### src/rtl/sertx_pkg.sv
// Shared definitions for the buffered serial transmitter.
// Assumes a byte-wide character and a frame of at most 12 bits.
package sertx_pkg;
    localparam int CHAR_W  = 8;
    localparam int FRAME_W = 1 + CHAR_W + 1 + 2;
    localparam int LEN_W   = $clog2(FRAME_W + 1);

    typedef enum logic [1:0] {
        PAR_NONE = 2'b00,
        PAR_ZERO = 2'b01,
        PAR_ODD  = 2'b10,
        PAR_EVEN = 2'b11
    } par_mode_e;

    typedef struct packed {
        logic      clk_on;
        logic      tx_on;
        logic      rsvd5;
        par_mode_e par;
        logic      len8;
        logic      stop2;
        logic      rsvd0;
    } cfg_t;
endpackage

### src/rtl/sertx_framer.sv
// Combinational frame builder. It turns a character and the configuration
// into a line pattern (bit 0 goes out first, unused upper bits are 1) and
// the number of bit periods in the frame.
module sertx_framer
    import sertx_pkg::*;
(
    input  cfg_t               cfg,
    input  logic [CHAR_W-1:0]  data,
    output logic [FRAME_W-1:0] frame,
    output logic [LEN_W-1:0]   flen
);
    logic [CHAR_W-1:0] used;
    logic              pbit;
    int                pidx;

    // Build the pattern and its length for the selected framing.
    always_comb begin
        used  = cfg.len8 ? data : {1'b0, data[CHAR_W-2:0]};
        pbit  = 1'b0;
        frame = '1;
        frame[0] = 1'b0;
        if (cfg.len8) begin
            frame[CHAR_W:1] = data;
            pidx = CHAR_W + 1;
        end else begin
            frame[CHAR_W-1:1] = data[CHAR_W-2:0];
            pidx = CHAR_W;
        end
        case (cfg.par)
            PAR_ZERO: pbit = 1'b0;
            PAR_ODD:  pbit = ~(^used);
            PAR_EVEN: pbit = ^used;
            default:  pbit = 1'b1;
        endcase
        if (cfg.par != PAR_NONE) frame[pidx] = pbit;
        flen = LEN_W'(1 + (cfg.len8 ? CHAR_W : CHAR_W - 1)
                        + ((cfg.par != PAR_NONE) ? 1 : 0)
                        + (cfg.stop2 ? 2 : 1));
    end
endmodule

### src/rtl/sertx_holdbuf.sv
// Single-entry holding register. It accepts a write only when it is empty
// and the channel runs, and it empties when the shifter takes the character.
// Assumes that take is raised only while full is set.
module sertx_holdbuf
    import sertx_pkg::*;
(
    input  logic              clk,
    input  logic              rst_n,
    input  logic              run,
    input  logic              wr_stb,
    input  logic [CHAR_W-1:0] wr_data,
    input  logic              take,
    output logic              full,
    output logic [CHAR_W-1:0] data
);
    // Track occupancy and capture accepted characters.
    always_ff @(posedge clk) begin
        if (!rst_n) begin
            full <= 1'b0;
            data <= '0;
        end else if (!run) begin
            full <= 1'b0;
        end else if (take) begin
            full <= 1'b0;
        end else if (wr_stb && !full) begin
            full <= 1'b1;
            data <= wr_data;
        end
    end
endmodule

### src/rtl/sertx_shifter.sv
// Frame shifter. It sends one pattern bit per baud tick, reports activity
// and pulses done on the tick that ends the last bit. A pending character
// is taken on that same tick so frames run back to back.
module sertx_shifter
    import sertx_pkg::*;
(
    input  logic               clk,
    input  logic               rst_n,
    input  logic               run,
    input  logic               baud_tick,
    input  logic               pending,
    input  logic [FRAME_W-1:0] frame,
    input  logic [LEN_W-1:0]   flen,
    output logic               take,
    output logic               txd,
    output logic               busy,
    output logic               done
);
    logic [FRAME_W-1:0] sh_q;
    logic [LEN_W-1:0]   left_q;
    logic               last;

    assign last = (left_q == '0);
    // Load when a character waits and the shifter is free or finishing.
    assign take = run && baud_tick && pending && (!busy || last);

    // Advance the line one bit per tick, or restart with a new pattern.
    always_ff @(posedge clk) begin
        if (!rst_n || !run) begin
            sh_q   <= '1;
            left_q <= '0;
            busy   <= 1'b0;
            txd    <= 1'b1;
            done   <= 1'b0;
        end else begin
            done <= baud_tick && busy && last;
            if (take) begin
                txd    <= frame[0];
                sh_q   <= {1'b1, frame[FRAME_W-1:1]};
                left_q <= flen - LEN_W'(1);
                busy   <= 1'b1;
            end else if (baud_tick && busy) begin
                if (last) begin
                    busy <= 1'b0;
                    txd  <= 1'b1;
                end else begin
                    txd    <= sh_q[0];
                    sh_q   <= {1'b1, sh_q[FRAME_W-1:1]};
                    left_q <= left_q - LEN_W'(1);
                end
            end
        end
    end
endmodule

### src/rtl/sertx_core.sv
// Buffered serial transmitter top. It ties the holding register, the frame
// builder and the shifter together. The configuration is sampled when a
// character enters the shifter. Assumes baud_tick is a one-cycle strobe.
module sertx_core
    import sertx_pkg::*;
(
    input  logic       clk,
    input  logic       rst_n,
    input  logic       baud_tick,
    input  logic [7:0] cfg,
    input  logic       wr_stb,
    input  logic [7:0] wr_data,
    output logic       txd,
    output logic       buf_full,
    output logic       shift_busy,
    output logic       tx_irq
);
    cfg_t               cfg_s;
    logic               run;
    logic               take;
    logic [CHAR_W-1:0]  hold_data;
    logic [FRAME_W-1:0] frame;
    logic [LEN_W-1:0]   flen;

    assign cfg_s = cfg_t'(cfg);
    assign run   = cfg_s.clk_on && cfg_s.tx_on;

    sertx_holdbuf i_hold (
        .clk(clk), .rst_n(rst_n), .run(run), .wr_stb(wr_stb),
        .wr_data(wr_data), .take(take), .full(buf_full), .data(hold_data)
    );

    sertx_framer i_frm (
        .cfg(cfg_s), .data(hold_data), .frame(frame), .flen(flen)
    );

    sertx_shifter i_shf (
        .clk(clk), .rst_n(rst_n), .run(run), .baud_tick(baud_tick),
        .pending(buf_full), .frame(frame), .flen(flen), .take(take),
        .txd(txd), .busy(shift_busy), .done(tx_irq)
    );
endmodule

### config.mk
export PLATFORM = sky130hd
export DESIGN_NAME = sertx_core
export DESIGN_NICKNAME = d
export VERILOG_FILES = /design/src/rtl/sertx_pkg.sv /design/src/rtl/sertx_framer.sv /design/src/rtl/sertx_holdbuf.sv /design/src/rtl/sertx_shifter.sv /design/src/rtl/sertx_core.sv
export SDC_FILE = /design/constraint.sdc
export NUM_CORES = 1
export LEC_CHECK = 0
export BUFFER_PORTS_ARGS = -buffer_cell sky130_fd_sc_hd__buf_4
export CORE_ASPECT_RATIO = 2
export CORE_MARGIN = 5
export CORE_UTILIZATION = 25
export DETAILED_ROUTE_END_ITERATION = 10
export PLACE_DENSITY = 0.46
export SYNTH_ARGS = -nofsm -noshare
export SYNTH_HDL_FRONTEND = slang
export SYNTH_SLANG_ARGS = --single-unit
### constraint.sdc
create_clock -name clk -period 2.42 [get_ports clk]
set_input_delay 0.242 -clock clk [delete_from_list [all_inputs] [get_ports clk]]
set_output_delay 0.242 -clock clk [all_outputs]
set_load 0.1 [all_outputs]
# [Yosys cells after proc, flatten, opt, wreduce, memory -nomap -nowiden]
# Index checks and enable logic that the tools add are counted.
[totals] register_bits=27 latchBits=0 ramBits=0 romBits=0 in_bits=20 output_inout_bits=4 memories=0
[classes] addsub=5 n_mul=0 div_mod_pow=0 n_lt_le_gt_ge=2 eq_ne=4 shifts=0 n_mux=23 bitwise_logic=4 reduce_logical=23
[op_table] op="two-way mux 11 bit" n=3
[op_table] op="two-way mux 4 bit" n=4
[op_table] op="bitwise mux 12 bit" n=1
[op_table] op="two-way mux 12 bit" n=1
[op_table] op="two-way mux 1 bit" n=10
[op_table] op="adder 4 bit" n=2
[op_table] op="logical AND 1 bit" n=8
[op_table] op="two-way mux 8 bit" n=1
[op_table] op="parity 8 bit" n=1
[op_table] op="subtractor 4 x 1 -> 4 bit, second input constant" n=2
[op_table] op="nonzero test 2 bit" n=3
[op_table] op="less-than comparator 4 x 5 -> 1 bit, second input constant" n=1
[op_table] op="adder 2 x 4 -> 4 bit, first input constant" n=1
[op_table] op="demux 1 bit (select 4 bit)" n=1
[op_table] op="equality test 2 bit, second input constant" n=2
[op_table] op=">= comparator 4 x 1 -> 1 bit, second input constant" n=1
[op_table] op="zero test 1 bit" n=4
[op_table] op="zero test 4 bit" n=1
[op_table] op="inverter 1 bit" n=4
[op_table] op="AND reduction 2 bit" n=2
[op_table] op="case mux 1 bit (3 select lines)" n=1
[op_table] op="AND reduction 3 bit" n=1
[op_table] op="OR reduction 3 bit" n=1
[op_table] op="equality test 2 x 1 -> 1 bit, second input constant" n=1
[op_table] op="other kinds (3)" n=4

# [Longest topological paths before layout]
[depth] word_depth=8 depth_mapped=8

# [Cells and area by module]
# From an unflattened synthesis, not the netlist that was laid out.
[unflattened] hier_cells=191 hier_area_um2=1624.1
[by_module_without_submodules] module="sertx_shifter" instances=1 cells_per_inst=109 area_per_inst_um2=897.1 seq_area_each_um2=360.3
[by_module_without_submodules] module="sertx_holdbuf" instances=1 cells_per_inst=39 area_per_inst_um2=372.9 seq_area_each_um2=180.2
[by_module_without_submodules] module="sertx_framer" instances=1 cells_per_inst=42 area_per_inst_um2=347.8 seq_area_each_um2=0.0
[by_module_without_submodules] module="sertx_core" instances=1 cells_per_inst=1 area_per_inst_um2=6.3 seq_area_each_um2=0.0

# [Least setup slack after synthesis]
# Ideal clock, no wire load.
[synth_path] kind="register to register" start="reg i_hold.full" end="reg i_shf.left_q[3]" setup_time_ps=128 t_arrival_ps=2154 t_required_ps=2292 slack_ps=138 stages_incl_launch_ff=6 path_cell_list="dfxtp_1 > nand4_1 > a21o_4 > mux2_4 > a22oi_1 > nor2_1"
[synth_via] elab_chain_cells=4 word_cells_on_any_way=6 cone_classes="eq/ne (1); mux (1); reduce/logical (4)"
[synth_lines] item="from (decl)" line="sertx_holdbuf.sv:13" text="output logic full,"
[synth_lines] item="from (signal assigned)" line="sertx_holdbuf.sv:19" text="full <= 1'b0;"
[synth_lines] item="from (signal assigned)" line="sertx_holdbuf.sv:22" text="full <= 1'b0;"
[synth_lines] item="from (signal assigned)" line="sertx_holdbuf.sv:24" text="full <= 1'b0;"
[synth_lines] item="logical AND 1 bit * (2 in a row)" line="sertx_shifter.sv:25" text="assign take = run && baud_tick && pending && (!busy || last);"
[synth_lines] item="inequality test 2 bit (no source line) / nonzero test 2 bit (equally long branches)"
[synth_lines] item="AND reduction 2 bit (no source line)"
[synth_lines] item="to (signal assigned)" line="sertx_shifter.sv:40" text="left_q <= flen - LEN_W'(1);"
[synth_lines] item="to (signal assigned)" line="sertx_shifter.sv:49" text="left_q <= left_q - LEN_W'(1);"
[synth_lines] item="to (decl)" line="sertx_shifter.sv:20" text="logic [LEN_W-1:0] left_q;"
# Mark *: on every way between the ends. The rest lies on a longest branch, timed or not.
# A chain may end at the register's enable or synchronous reset.

# [Worst setup path after layout]
[layout_path] start="reg i_shf.left_q[0]" end="reg i_shf.left_q[3]"
[layout_via] elab_chain_cells=5 word_cells_on_any_way=10 cone_classes="add/sub (1); eq/ne (1); mux (3); reduce/logical (5)"
[layout_lines] item="parallel branches: the longest is 5 deep, another holds subtractor 4 x 1 -> 4 bit"
# Several ways; the timed one is not identified. The select of a mux whose other input is x is not followed.

==> metrics.md <==
| Metric | Value |
|---|---|
| DRC marker count from the first detailed-route iteration | `22` |
| CTS clk-pin slew, worst paths | `0.09 ns` |
| Ant. Diodes | `0` |
| Via Count | `roughly 1,100` |
| Fraction of the mapped netlist area in compound gates | `roughly a fifth` |
| IO Pins | `24` |
| Peak supply drop | `0.328 mV` |
| Initial Util | `25.5%` |
| Dpl ws | `between 0.4 and 0.5 ns` |
| Synth Cell Area | `1300 um^2` |
| Max Used Layer | `met4` |
| Layout cells sized above 1 | `18.8%` |
| HPWL after detailed placement | `around 2.6 mm` |
| Max incr delay on CP | `0.44 ns` |
| Port-buffer cells | `21` |
| Syn_area_per_cell | `roughly 8.5 um^2` |
| Worst endpoint data arrival time | `2.10 ns` |
| Placed instance count | `230` |
| Initial antenna violation count | `0` |
| Predominant post-synthesis flop cell | `dfxtp_1` |
| Antenna Nets Post-Route | `0` |
| H-tree levels | `1` |
| Final #Nets | `201` |
| Syn_nets | `177` |
| Final cell count without fillers | `234` |
| Clk sinks | `25` |
| Setup bufs post-CTS | `0` |
| Slew HR | `between 60 and 70%` |
| Vias in the first global route | `1,161` |
| Post-Route WL | `3.11 mm` |
| DRC Markers | `0` |
| Largest net degree at the start of global routing | `15` |
| CTS hold repair buffers | `0` |
| Mux cell area share after synthesis | `1.93%` |
| Final min period | `1.96 ns` |
| Worst min path class | `primary input to register` |
| Total power | `0.762 mW` |
| Run status | `finished, final reports clean` |
| Worst Clk Skew | `0.00266 ns` |
| Row count | `37` |
| Req. time, crit path | `2.57 ns` |
| Drt via density | `4.91` |
| Family with the most delay on the worst path | `simple AND/OR/NAND/NOR gates` |
| WL met2 | `about 1.8 mm` |
| Final core occ | `between 30% and 40%` |
| Clock Tree Buf Depth | `2` |
| Max cap viols | `0` |
| Clock tree root buffer cell | `clkbuf_8` |
| Yosys cell types | `40` |
| Main combinational cell family by area after synthesis | `simple AND/OR/NAND/NOR gates` |
| Crit path buf inv count | `1` |
| Peak Freq | `a little over 500 MHz` |
| Die area | `6810 um^2` |
| YS warnings | `0` |
| Core area | `5090 um^2` |
| Gr usage total | `10.4%` |
| Synth Area in XOR/XNOR | `7.92%` |
| M1 wire length | `roughly 1.1 mm` |
| Die Ht | `112 um` |
| Worst-margin pin slew | `0.570 ns` |
| Unrepaired setup endpoints after global routing | `false` |
| Placer Congestion | `0.719` |
| Synth Area in Simple Gates | `25.3%` |
| P_leak | `about 0.65 nW` |
| CP Max Fanout | `5` |
| FF+latch count, synth | `25` |
| Crit path kind | `register to register` |
| Final worst slack | `0.462 ns` |
| Post-Synth Adder-Cell Area | `4.44%` |
| Clock buffer count from CTS | `3` |
| Post-synth EDFFs | `0` |
| Fin. Hold Viols | `0` |
| Worst setup EP type | `register` |
| Slowest CP cell | `or3b_4` |
| Met3 WL | `around 150 um` |
| Post-synth ARST share | `0%` |
| Sequential fraction of the synthesis area | `a little under 40%` |
| Fin crit share | `80.9%` |
| First-pass GRT wire length | `5.38 mm` |
| Setup violators final | `0` |
| Die width | `60.9 um` |
| TritonCTS clock tree | `built` |
| Setup TNS | `0 ns` |
| Overflow after GRT | `0` |
| Worst-skew pair later-pin latency | `0.27 ns` |
| Avg WL per Cell | `around 13 um` |
| Final Max Slew Viols | `0` |
| Worst path cell trace | `inv_1 > ha_1 > or3b_4 > a21o_4 > mux2_4 > a22oi_1 > nor2_1` |
| Synthesized instance count | `153` |
| Pwr Density | `roughly 480 nW/um^2` |
| First-pass iteration count of the detailed router | `4` |
| CP Launch Type | `register` |
| Cts repair resizes | `0` |
| Layout Area Growth over Synthesis | `21.4%` |
==> metrics by stage <==
| step | instance area, um^2 | hold WS [ns] |
|---|---|---|
| 6_report | 1570 | 0.223 |
| 2_1_floorplan | 1300 | 0.387 |
| 3_3_place_gp | 1530 | 0.437 |
| 3_5_place_dp | 1530 | 0.447 |
| 5_1_grt | 1570 | 0.218 |
| 4_1_cts | 1570 | 0.220 |
==> cells by family (layout without fill, tap and decap cells) <==
kind of cell	count (synthesis)	after routing
adders and majority gates	4	4
muxes	2	2
and+or+nand+nor	69	69
xor gates and xnor gates	8	8
DFF	25	25
AOI/OAI and AO/OA	36	36
buffers and inverters	9	32
==> final timing paths <==
kind / from / end / slack (ns) / cells past startpoint
setup / recovery: i_shf.left_q[0]$_SDFFE_PP0P_ / i_shf.left_q[3]$_SDFFE_PP0P_ / 0.46 / 7
hold / removal: wr_data[4] / i_hold.data[4]$_SDFFE_PN0P_ / 0.22 / 3
setup reg to reg: i_shf.left_q[0]$_SDFFE_PP0P_ / i_shf.left_q[3]$_SDFFE_PP0P_ / 0.46 / 7
hold reg to reg: i_shf.sh_q[2]$_SDFFE_PP1P_ / i_shf.sh_q[1]$_SDFFE_PP1P_ / 0.46 / 2
==> per-layer routing <==
layer  track usage [%]  vias to the layer above
li1                  -                      582
met1              10.7                      531
met2              19.4                       32
met3              1.62                        4
met4              3.91                        0
met5                 0                        -
==> cell type report <==
type / count / area [um^2]
clock buffers: 3 / 41.3
clock inverters: 1 / 5.00
fillers: 555 / 3520
inverters: 4 / 15.0
multi-input cells: 119 / 759
flip-flops and latches: 25 / 500
well taps: 58 / 72.6
repair buffers: 24 / 180
==> cell usage after synthesis (all sizes together), types with 2 or more instances <==
| master | number | area share (%) |
|---|---|---|
| buf | 2 | 0.77 |
| nand2b | 2 | 0.97 |
| o21ai | 7 | 2.7 |
| inv | 4 | 1.2 |
| ha | 3 | 2.9 |
| and3 | 2 | 0.97 |
| a21boi | 8 | 4.6 |
| xnor2 | 5 | 4.8 |
| a22oi | 2 | 1.2 |
| nor3 | 2 | 0.77 |
| nor2 | 11 | 3.2 |
| nand2 | 27 | 7.8 |
| xor2 | 2 | 1.4 |
| and2 | 2 | 0.97 |
| a21oi | 12 | 5.5 |
| clkbuf | 3 | 0.87 |
| nand3 | 16 | 6.2 |
| dfxtp | 25 | 39 |
==> placed cells by master, fill, tap and decap left out, types with 2 or more instances in the layout <==
cell      synthesis  layout
o21ai_1           3       3
nor3_1            2       2
a22oi_1           2       2
and3_1            2       2
ha_1              3       3
o21ai_0           4       4
xor2_1            2       2
clkbuf_8          0       3
dfxtp_1          25      25
buf_4             0      24
nor2_1           11      11
nand3_1          16      16
nand2_1          27      27
xnor2_1           4       4
a21boi_0          8       8
a21oi_1          11      11
inv_1             4       4
nand2b_1          2       2
==> worst register-to-register path, delay by kind of cell, from the launching register on <==
kind / cells / cell delay, ns
compound gates: 2 / 0.43
fa+ha+maj: 1 / 0.19
buf+inv: 1 / 0.07
flops: 1 / 0.36
mux: 1 / 0.29
simple gates: 2 / 0.49
==> registers in the layout, indices dropped and copies added, names as in the netlist <==
name,flops
i_shf.sh_q,9
i_hold.full,1
i_shf.txd,1
i_shf.done,1
i_hold.data,8
i_shf.left_q,4
i_shf.busy,1
==> report_power, final <==
| group | internal [mW] | total (mW) | switching (mW) |
|---|---|---|---|
| clock | 0.115 | 0.252 | 0.137 |
| sequential | 0.416 | 0.421 | 0.00482 |
| combinational | 0.0456 | 0.0887 | 0.0431 |
Note: power is estimated with default switching activity, not from simulation.
